### src/rtl/tcx_pkg.sv
package tcx_pkg;

    typedef enum logic [1:0] {
        MODE_OFF = 2'b00,
        MODE_USB = 2'b01,
        MODE_DP4 = 2'b10,
        MODE_MIX = 2'b11
    } mode_e;

    localparam int NUM_CON  = 4;
    localparam int SEL_W    = 3;

    localparam int CON_RX1  = 0;
    localparam int CON_TX1  = 1;
    localparam int CON_RX2  = 2;
    localparam int CON_TX2  = 3;

    localparam logic [SEL_W-1:0] SRC_NONE   = 3'd0;
    localparam logic [SEL_W-1:0] SRC_HOSTTX = 3'd1;
    localparam logic [SEL_W-1:0] SRC_DP0    = 3'd2;
    localparam logic [SEL_W-1:0] SRC_DP1    = 3'd3;
    localparam logic [SEL_W-1:0] SRC_DP2    = 3'd4;
    localparam logic [SEL_W-1:0] SRC_DP3    = 3'd5;

    typedef struct packed {
        logic [NUM_CON-1:0]            en;
        logic [NUM_CON-1:0][SEL_W-1:0] sel;
        logic                          ssrx_en;
        logic                          ssrx_sel;
    } route_t;

endpackage

### src/rtl/tcx_pin_sync.sv
module tcx_pin_sync #(
    parameter int          WIDTH   = 4,
    parameter logic [WIDTH-1:0] RST_VAL = '0
) (
    input  logic             clk,
    input  logic             rst_n,
    input  logic [WIDTH-1:0] pin_i,
    output logic [WIDTH-1:0] sync_o
);

    typedef struct packed {
        logic [WIDTH-1:0] s1;
        logic [WIDTH-1:0] s2;
    } sync_t;

    sync_t st_d, st_q;

    always_comb begin
        st_d    = st_q;
        st_d.s1 = pin_i;
        st_d.s2 = st_q.s1;
    end

    always_ff @(posedge clk or negedge rst_n) begin
        if (!rst_n) begin
            st_q <= '{s1: RST_VAL, s2: RST_VAL};
        end else begin
            st_q <= st_d;
        end
    end

    assign sync_o = st_q.s2;

endmodule

### src/rtl/tcx_mode_track.sv
module tcx_mode_track (
    input  logic clk,
    input  logic rst_n,
    input  logic lo_s_i,
    output logic released_o
);

    typedef enum logic [1:0] {
        TRK_WAIT_LOW  = 2'd0,
        TRK_WAIT_HIGH = 2'd1,
        TRK_WAIT_FALL = 2'd2,
        TRK_FREE      = 2'd3
    } trk_e;

    typedef struct packed {
        trk_e st;
    } trk_t;

    trk_t trk_d, trk_q;

    always_comb begin
        trk_d = trk_q;
        unique case (trk_q.st)
            TRK_WAIT_LOW:  if (!lo_s_i) trk_d.st = TRK_WAIT_HIGH;
            TRK_WAIT_HIGH: if (lo_s_i)  trk_d.st = TRK_WAIT_FALL;
            TRK_WAIT_FALL: if (!lo_s_i) trk_d.st = TRK_FREE;
            TRK_FREE:      trk_d.st = TRK_FREE;
            default:       trk_d.st = TRK_WAIT_LOW;
        endcase
    end

    always_ff @(posedge clk or negedge rst_n) begin
        if (!rst_n) begin
            trk_q <= '{st: TRK_WAIT_LOW};
        end else begin
            trk_q <= trk_d;
        end
    end

    assign released_o = (trk_q.st == TRK_FREE);

    AST_FREE_STICKY: assert property (@(posedge clk) disable iff (!rst_n)
        released_o |=> released_o);
    AST_RELEASE_ON_LOW: assert property (@(posedge clk) disable iff (!rst_n)
        $rose(released_o) |-> !$past(lo_s_i));
    AST_ARM_AFTER_HIGH: assert property (@(posedge clk) disable iff (!rst_n)
        (trk_q.st == TRK_WAIT_FALL) |-> $past(lo_s_i));

endmodule

### src/rtl/tcx_aux_timer.sv
module tcx_aux_timer #(
    parameter int LIMIT = 200000
) (
    input  logic clk,
    input  logic rst_n,
    input  logic hi_s_i,
    input  logic flip_s_i,
    input  logic allow_i,
    output logic aux_en_o,
    output logic aux_swap_o
);

    localparam int CNT_W = $clog2(LIMIT + 1);
    localparam logic [CNT_W-1:0] CNT_MAX = CNT_W'(LIMIT);

    typedef struct packed {
        logic [CNT_W-1:0] cnt;
        logic             en;
        logic             swap;
    } aux_t;

    aux_t aux_d, aux_q;
    logic expired;

    always_comb begin
        aux_d   = aux_q;
        expired = (aux_q.cnt == CNT_MAX);

        if (hi_s_i) begin
            aux_d.cnt = '0;
        end else if (!expired) begin
            aux_d.cnt = aux_q.cnt + 1'b1;
        end

        if (!allow_i) begin
            aux_d.en   = 1'b0;
            aux_d.swap = 1'b0;
        end else if (hi_s_i) begin
            aux_d.en   = 1'b1;
            aux_d.swap = flip_s_i;
        end else if (expired) begin
            aux_d.en   = 1'b0;
            aux_d.swap = 1'b0;
        end
    end

    always_ff @(posedge clk or negedge rst_n) begin
        if (!rst_n) begin
            aux_q <= '{cnt: '0, en: 1'b0, swap: 1'b0};
        end else begin
            aux_q <= aux_d;
        end
    end

    assign aux_en_o   = aux_q.en;
    assign aux_swap_o = aux_q.swap;

    AST_CNT_CLEAR: assert property (@(posedge clk) disable iff (!rst_n)
        hi_s_i |=> (aux_q.cnt == '0));
    AST_AUX_FOLLOW: assert property (@(posedge clk) disable iff (!rst_n)
        (allow_i && hi_s_i) |=> (aux_en_o && (aux_swap_o == $past(flip_s_i))));
    AST_OPEN_CAUSE: assert property (@(posedge clk) disable iff (!rst_n)
        ($fell(aux_en_o) && $past(allow_i)) |-> ($past(aux_q.cnt) == CNT_MAX));
    AST_SWAP_HOLD: assert property (@(posedge clk) disable iff (!rst_n)
        (allow_i && !hi_s_i && aux_q.cnt != CNT_MAX) |=> $stable(aux_swap_o));

endmodule

### src/rtl/tcx_lane_decode.sv
module tcx_lane_decode
    import tcx_pkg::*;
(
    input  mode_e  mode_i,
    input  logic   flip_i,
    output route_t route_o
);

    always_comb begin
        route_o = '0;
        unique case (mode_i)
            MODE_OFF: begin
                route_o = '0;
            end
            MODE_USB: begin
                route_o.ssrx_en  = 1'b1;
                route_o.ssrx_sel = flip_i;
                if (!flip_i) begin
                    route_o.en[CON_TX1]  = 1'b1;
                    route_o.sel[CON_TX1] = SRC_HOSTTX;
                end else begin
                    route_o.en[CON_TX2]  = 1'b1;
                    route_o.sel[CON_TX2] = SRC_HOSTTX;
                end
            end
            MODE_DP4: begin
                route_o.en = '1;
                if (!flip_i) begin
                    route_o.sel[CON_RX2] = SRC_DP0;
                    route_o.sel[CON_TX2] = SRC_DP1;
                    route_o.sel[CON_TX1] = SRC_DP2;
                    route_o.sel[CON_RX1] = SRC_DP3;
                end else begin
                    route_o.sel[CON_RX1] = SRC_DP0;
                    route_o.sel[CON_TX1] = SRC_DP1;
                    route_o.sel[CON_TX2] = SRC_DP2;
                    route_o.sel[CON_RX2] = SRC_DP3;
                end
            end
            MODE_MIX: begin
                route_o.en       = '1;
                route_o.ssrx_en  = 1'b1;
                route_o.ssrx_sel = flip_i;
                route_o.en[flip_i ? CON_RX2 : CON_RX1] = 1'b0;
                if (!flip_i) begin
                    route_o.sel[CON_TX1] = SRC_HOSTTX;
                    route_o.sel[CON_RX2] = SRC_DP0;
                    route_o.sel[CON_TX2] = SRC_DP1;
                end else begin
                    route_o.sel[CON_TX2] = SRC_HOSTTX;
                    route_o.sel[CON_RX1] = SRC_DP0;
                    route_o.sel[CON_TX1] = SRC_DP1;
                end
            end
            default: route_o = '0;
        endcase
    end

endmodule

### src/rtl/tcx_route_ctrl.sv
module tcx_route_ctrl
    import tcx_pkg::*;
#(
    parameter int CLK_HZ     = 100_000_000,
    parameter int TIMEOUT_MS = 2
) (
    input  logic        clk,
    input  logic        rst_n,
    input  logic        mode_hi_i,
    input  logic        mode_lo_i,
    input  logic        flip_i,
    input  logic        i2c_en_i,
    output logic [3:0]  con_en_o,
    output logic [11:0] con_sel_o,
    output logic        ssrx_en_o,
    output logic        ssrx_sel_o,
    output logic        sbu_en_o,
    output logic        sbu_swap_o
);

    localparam int LIMIT  = (CLK_HZ / 1000) * TIMEOUT_MS;
    localparam int PIN_W  = 4;
    localparam int P_LO   = 0;
    localparam int P_HI   = 1;
    localparam int P_FLIP = 2;
    localparam int P_I2C  = 3;
    // lower mode pin resets high so a genuine low must be observed first
    localparam logic [PIN_W-1:0] PIN_RST = PIN_W'(1) << P_LO;

    logic [PIN_W-1:0] pins_s;
    logic             released;
    logic             allow_aux;
    mode_e            mode_eff;
    route_t           dec_route;

    typedef struct packed {
        route_t route;
    } out_t;

    out_t out_d, out_q;

    tcx_pin_sync #(
        .WIDTH   (PIN_W),
        .RST_VAL (PIN_RST)
    ) u_sync (
        .clk    (clk),
        .rst_n  (rst_n),
        .pin_i  ({i2c_en_i, flip_i, mode_hi_i, mode_lo_i}),
        .sync_o (pins_s)
    );

    tcx_mode_track u_track (
        .clk        (clk),
        .rst_n      (rst_n),
        .lo_s_i     (pins_s[P_LO]),
        .released_o (released)
    );

    always_comb begin
        if (pins_s[P_I2C]) begin
            mode_eff = MODE_OFF;
        end else if (!released) begin
            mode_eff = MODE_USB;
        end else begin
            mode_eff = mode_e'({pins_s[P_HI], pins_s[P_LO]});
        end
    end

    tcx_lane_decode u_decode (
        .mode_i  (mode_eff),
        .flip_i  (pins_s[P_FLIP]),
        .route_o (dec_route)
    );

    assign allow_aux = released && !pins_s[P_I2C];

    tcx_aux_timer #(
        .LIMIT (LIMIT)
    ) u_aux (
        .clk        (clk),
        .rst_n      (rst_n),
        .hi_s_i     (pins_s[P_HI]),
        .flip_s_i   (pins_s[P_FLIP]),
        .allow_i    (allow_aux),
        .aux_en_o   (sbu_en_o),
        .aux_swap_o (sbu_swap_o)
    );

    always_comb begin
        out_d       = out_q;
        out_d.route = dec_route;
    end

    always_ff @(posedge clk or negedge rst_n) begin
        if (!rst_n) begin
            out_q <= '0;
        end else begin
            out_q <= out_d;
        end
    end

    assign con_en_o   = out_q.route.en;
    assign con_sel_o  = out_q.route.sel;
    assign ssrx_en_o  = out_q.route.ssrx_en;
    assign ssrx_sel_o = out_q.route.ssrx_sel;

    logic [NUM_CON-1:0] host_use;
    always_comb begin
        for (int i = 0; i < NUM_CON; i++) begin
            host_use[i] = con_en_o[i] && (out_q.route.sel[i] == SRC_HOSTTX);
        end
    end

    AST_I2C_OFF: assert property (@(posedge clk) disable iff (!rst_n)
        pins_s[P_I2C] |=> (con_en_o == '0 && !ssrx_en_o && !sbu_en_o));
    AST_DEFAULT_USB: assert property (@(posedge clk) disable iff (!rst_n)
        (!released && !pins_s[P_I2C]) |=> (ssrx_en_o && !sbu_en_o));
    AST_HOST_TX_SINGLE: assert property (@(posedge clk) disable iff (!rst_n)
        $onehot0(host_use));
    AST_HOST_PAIRED: assert property (@(posedge clk) disable iff (!rst_n)
        ssrx_en_o |-> ($countones(host_use) == 1));
    AST_OFF_QUIET: assert property (@(posedge clk) disable iff (!rst_n)
        (released && !pins_s[P_I2C] && !pins_s[P_HI] && !pins_s[P_LO])
        |=> (con_en_o == '0 && !ssrx_en_o));

endmodule

### config.mk
export PLATFORM = sky130hd
export DESIGN_NAME = tcx_route_ctrl
export DESIGN_NICKNAME = d
export VERILOG_FILES = /design/src/rtl/tcx_pkg.sv /design/src/rtl/tcx_pin_sync.sv /design/src/rtl/tcx_mode_track.sv /design/src/rtl/tcx_aux_timer.sv /design/src/rtl/tcx_lane_decode.sv /design/src/rtl/tcx_route_ctrl.sv
export SDC_FILE = /design/constraint.sdc
export NUM_CORES = 1
export LEC_CHECK = 0
export BUFFER_PORTS_ARGS = -buffer_cell sky130_fd_sc_hd__buf_2
export CORE_MARGIN = 2
export CORE_UTILIZATION = 30
export CTS_BUF_LIST = sky130_fd_sc_hd__clkbuf_4 sky130_fd_sc_hd__clkbuf_8
export DETAILED_ROUTE_END_ITERATION = 7
export SYNTH_ARGS = -nofsm -noshare
export SYNTH_HDL_FRONTEND = slang
export SYNTH_HIERARCHICAL = 1
export SYNTH_SLANG_ARGS = --single-unit
### constraint.sdc
create_clock -name clk -period 3.3 [get_ports clk]
set_input_delay 0.825 -clock clk [delete_from_list [all_inputs] [get_ports clk]]
set_output_delay 0.825 -clock clk [all_outputs]
set_load 0.02 [all_outputs]
==> results of run 1 <==
==> cell usage in the layout (no fill, tap or decap), types with 6 or more instances in the layout <==
master	Yosys	routed
a21oi_1	7	7
buf_2	1	25
clkbuf_8	1	6
dfrtp_1	46	46
inv_1	8	8
nand2_1	13	13
nand3_1	7	7
nor2_1	12	12
nor3b_1	6	6
o21ai_0	8	8
==> metrics by stage <==
stage	hold slack [ns]	cell area (um2)
after CTS	0.3582	2263
after global routing	0.3632	2263
after detailed placement	0.3372	2142
after floorplan	0.3312	1973
after global placement	0.3338	2142
final	0.3579	2263
==> cells by family after synthesis <==
| family | after synthesis | share of synthesized area |
|---|---|---|
| fa+ha+maj | 2 | 0.01268 |
| simple gates | 75 | 0.2315 |
| flops | 48 | 0.6100 |
| buf+inv | 15 | 0.04185 |
| compound gates | 20 | 0.05961 |
| xor+xnor | 10 | 0.04439 |
==> flip-flops by register name (all words and copies together), names as in the netlist <==
signal,flops
u_aux/aux_q,18
con_sel_o,12
con_en_o,4
u_sync/st_d,4
u_sync/sync_o,4
u_track/trk_q,2
ssrx_en_o,1
ssrx_sel_o,1
u_aux/aux_en_o,1
u_aux/aux_swap_o,1
==> metal layers <==
metal	vias up	global-route usage
met3	4	0.02724
met1	597	0.1363
met5	-	0
met4	0	0.04329
li1	626	-
met2	23	0.1520
==> worst max-delay path: cells and delay by family (launching register included) <==
family,cells,cell delay (ns)
AOI/OAI and AO/OA,1,0.14
adders and majority gates,1,0.26
DFF,1,0.44
and+or+nand+nor,3,0.77
==> cell type report <==
class / count / area (um2)
clock buffers: 6 / 82.58
clock inverters: 2 / 38.79
fillers: 618 / 4086
inverters: 8 / 30.03
multi-input cells: 107 / 686.9
flip-flops and latches: 48 / 1204
well taps: 77 / 96.34
repair buffers: 25 / 125.1
==> cells in the mapped netlist (3+ instances only) <==
library cell  instances  area [um2]
dfrtp_1              46        1151
nand2_1              13       48.80
nor2_1               12       45.04
inv_1                 8       30.03
o21ai_0               8       40.04
a21oi_1               7       35.03
nand3_1               7       35.03
nor3b_1               6       45.04
xnor2_1               5       43.79
xor2_1                5       43.79
and2_1                4       25.02
nand4_1               4       25.02
nor3_1                4       20.02
nand2b_1              3       18.77
nor2b_1               3       18.77
==> report_power, final <==
group	switching (mW)	internal, mW
clock network	0.195	0.248
logic	0.0452	0.0236
registers	0.0166	0.609
total	0.257	0.881
==> worst paths after layout <==
kind                                      from                to  slack (ns)  cells after the start
worst max register to register  u_aux/aux_q[2]   u_aux/aux_q[16]        1.60                      5
max in group asynchronous                rst_n   u_aux/aux_q[18]        1.98                      1
worst min register to register  u_sync/st_d[1]  u_sync/sync_o[1]        0.36                      0
min in group asynchronous                rst_n        ssrx_sel_o        0.69                      1
worst min-delay path            u_sync/st_d[1]  u_sync/sync_o[1]        0.36                      0
worst max-delay path            u_aux/aux_q[2]   u_aux/aux_q[16]        1.60                      5
==> impl_metrics.ini, run 1 <==
[floorplanning]
fp.dieW_um = 85.10
die_area_um2 = 7242
core_um2 = 6350
floorplan.initialDensity = 0.3107
die_span_y_um = 85.10
io_pins = 26
fp-row-count = 29

[logic_synthesis]
ys_async_sr_fraction = 1.000
yosys_register_bits = 48
netlist-cell-type-count = 42
area_of_the_mapped_netlist_um2 = 1973
dominantRegCellSynth = dfrtp_1
synthesis.nets = 178
synth.yosys.seq_area_share = 0.6100
synth_cells = 170
synthesis.yosys.warnings = 6
syn_avg_cell_area_um2 = 11.61
synth-edff-count = 0

[grt]
vias_in_the_first_global_route = 1261
global_route.overflow_total = 0
grt_pass1_wl_um = 5809
grt_start_max_net_pins = 49
antenna_found_initial = 0
grt_usage = 0.1006

[cts]
tritoncts = done
cts.reportedPaths.clkPinSlew_ns = 0.09
cts_setup_buffers = 0
cts.repair.resized = 0
skew_pair_late_insertion_delay_ns = 0.30
cts_hold_buffers = 0
cts-buffers-inserted = 5
cts_root_buf = clkbuf_8
cts.sinks = 48
clock_tree.htree_level_count = 2
clock_tree.buffer_depth = 2

[sta]
report.final.setup_viol = 0
report.final.hold_viol_count = 0
final.setup.tns_ns = 0
achievable-frequency_ghz = 0.5891
post-route-worst-setup-slack_ns = 1.603
fin_skew_ns = 0.01180
period_share = 0.5144
report.final.slew_viol_count = 0
max_slew_margin = 0.3258
tightest_slew_ns = 1.011
finalWorstPathRequiredPeriod_ns = 1.697
grt_setup_unrepaired = false

[placement]
port-buffer-count = 25
dp_cells = 265
gp_congestion = 0.7483
pre_cts_slack_ns = 1.532
dp.final_hpwl_um = 2189

[route]
drtPass1Iterations = 4
route.detailed.vias_per_inst = 4.579
route.met2.wl_um = 1399
met3_wire_length_um = 128
detailroute.via_count = 1250
route.detailed.drc = 0
highest-signal-layer = met4
drt_iter0_drc = 78
ant_nets = 0
routedWlPerCell_um = 11.88
drt-met1-wl_um = 1665
postRouteWirelength_um = 3243

[job]
timing.max_cap.violations = 0

[finish]
n_antenna_cell = 0
final_net_count = 203
layout.core_utilization = 0.3565
flow.area_growth_from_synthesis_pct = 14.71
final_cells = 273
ratio_of_cells_with_drive_above_1_in_the_final_layout = 0.2245

[critical_path]
critPathRequiredTime_ns = 3.51
startpoint_type = flip-flop
slowest_cell_on_crit_path = dfrtp_1
setup.worst_path.end_class = flip-flop
critPathMaxStageDelay_ns = 0.44
timing.critical_path.arrival_ns = 1.91
timing.critical_path.fanout_max = 6
crit_path_cell_trace = ha_1 -> nand3_1 -> or2_4 -> or3_1 -> a21oi_1
classification_of_the_worst_setup_path = reg -> reg

[power]
vdd_drop_max_uv = 267.4
leakage_nw = 1.068
finalPower_mw = 1.137
power.density_nw_per_um2 = 502.4

[worst_hold_path]
worst_hold_path_type = reg -> reg

[status]
status = finished, final reports clean
(Power assumes the default switching activity.)
==> run 2, diff against run 1 <==
Clock period 3.3 ns to 1.6 ns, I/O delays scaled along.
==> run 2 against run 1 <==
Effect of this change:
- first-iteration DRC count increased by 14%
- total power grew 93%
- sequential share of layout area decreased by 3.1 points
- critical path depth increased by 1
- combinational power rose to 2.6 times the previous value
- register-to-register slack worse by 1.6 ns
- maximum frequency increased by 7.1%
- largest power group unchanged
==> impl_metrics.ini, run 2 (synthesized netlist as in run 1, its figures left out) <==
[status]
status = finished, final reports clean

[cts]
tritoncts = done
cts.reportedPaths.clkPinSlew_ns = 0.09
clock_tree.buffer_depth = 2
cts.sinks = 48
skew_pair_late_insertion_delay_ns = 0.29
cts-buffers-inserted = 5
clock_tree.htree_level_count = 2
cts_root_buf = clkbuf_8

[floorplanning]
die_span_y_um = 85.10
core_um2 = 6350
io_pins = 26
floorplan.initialDensity = 0.3107
fp.dieW_um = 85.10
die_area_um2 = 7242
fp-row-count = 29

[power]
leakage_nw = 1.119
finalPower_mw = 2.195
vdd_drop_max_uv = 396.0
power.density_nw_per_um2 = 911.9

[sta]
fin_skew_ns = 0.003495
tightest_slew_ns = 0.3388
report.final.hold_viol_count = 0
period_share = 0.9909
max_slew_margin = 0.7741
finalWorstPathRequiredPeriod_ns = 1.585
report.final.slew_viol_count = 0
grt_setup_unrepaired = true
final.setup.tns_ns = 0
report.final.setup_viol = 0
achievable-frequency_ghz = 0.6308

[finish]
layout.core_utilization = 0.3791
n_antenna_cell = 0
ratio_of_cells_with_drive_above_1_in_the_final_layout = 0.3269
final_net_count = 215
most-common-layout-cells = dfrtp_1, buf_2, nand2_1
largest-register = u_aux/aux_q
largest_register_ff_count = 18
mostFrequentLayoutCell = dfrtp_1
flow.area_growth_from_synthesis_pct = 22.00

[grt]
grt_start_max_net_pins = 49
antenna_found_initial = 0
global_route.overflow_total = 0
vias_in_the_first_global_route = 1268
grt_pass1_wl_um = 5809
grt_usage = 0.09838

[worst_hold_path]
worst_hold_path_type = in -> async

[route]
ant_nets = 0
routedWlPerCell_um = 11.73
detailroute.via_count = 1297
drtPass1Iterations = 4
postRouteWirelength_um = 3342
route.detailed.drc = 0
drt_iter0_drc = 89
route.detailed.vias_per_inst = 4.551

[placement]
dp.final_hpwl_um = 2294
port-buffer-count = 25
gp_congestion = 0.7432

[critical_path]
startpoint_type = flip-flop
timing.critical_path.arrival_ns = 1.76
crit-reg2reg-launch = u_aux/aux_q[2]
classification_of_the_worst_setup_path = reg -> reg
setup.worst_path.end_class = flip-flop
r2r_slack_ns = 0.01
reg2regPathDepth = 6
timing.critical_path.fanout_max = 6
critPathRequiredTime_ns = 1.77
r2r-end = u_aux/aux_q[3]

[job]
timing.max_cap.violations = 0
run 2: per-layer routing:
layer  vias up  share of wire  global-route usage  wire (um)
met3         2          0.031             0.02335        103
met1       628           0.49              0.1353       1627
met2        17           0.47              0.1548       1582
met5         -              0                   0          0
met4         0         0.0087             0.03030         29
li1        650              -                   -          -
run 2: report_power, final:
part           internal (mW)  total (mW)  leakage, nW  switching [mW]
clock                  0.350       0.734       0.0434           0.384
sequential              1.26        1.28        0.618          0.0246
combinational         0.0703       0.180        0.457           0.110
run 2: how the worst max path moves through the flow:
stage / from / endpoint / slack, ns / cells after the start
6_report: u_aux/aux_q[2] / u_aux/aux_q[3] / 0.01 / 6
5_1_grt: u_aux/aux_q[2] / u_aux/aux_q[2] / -0.09 / 6
4_1_cts: u_aux/aux_q[2] / u_aux/aux_q[2] / 0.007 / 6
3_5_place_dp: u_aux/aux_q[2] / u_aux/aux_q[3] / 0.02 / 5
3_3_place_gp: u_aux/aux_q[5] / u_aux/aux_q[19] / 0.09 / 4
2_1_floorplan: u_aux/aux_q[2] / u_aux/aux_q[16] / 0.09 / 5
run 2: critical path, cell delays in order (launching register included):
cell and delay, ns:
dfrtp_1 0.43, inv_1 0.09, ha_2 0.17, nor4bb_4 0.34, nand3_4 0.17, o21ai_1 0.17
o41ai_2 0.09
run 2: what timing repair did:
action / in CTS / in global routing
resized for setup: 0 / 17
setup buffers: 0 / 2
pin swaps: 1 / 3
setup endpoints to repair: 1 / 8
hold buffers: 0 / 0
run 2: through the flow:
step / std cells / setup slack, ns / hold WS (ns) / cell area [um2]
detailed placement: 275 / 0.02425 / 0.3364 / 2230
finish: 285 / 0.01459 / 0.07164 / 2407
floorplan: 170 / 0.08722 / 0.1044 / 1973
global placement: 275 / 0.09165 / 0.3320 / 2230
CTS: 283 / 0.006646 / 0.08330 / 2327
global route: 285 / -0.09401 / 0.09104 / 2407
run 2: cell type report:
cell class	count	area, um2
tap	77	96.34
multi-input combinational	107	749.5
clock buffer	6	82.58
sequential	48	1206
clock inverter	2	15.01
timing repair buffer	37	227.7
fill	603	3943
inverter	8	30.03
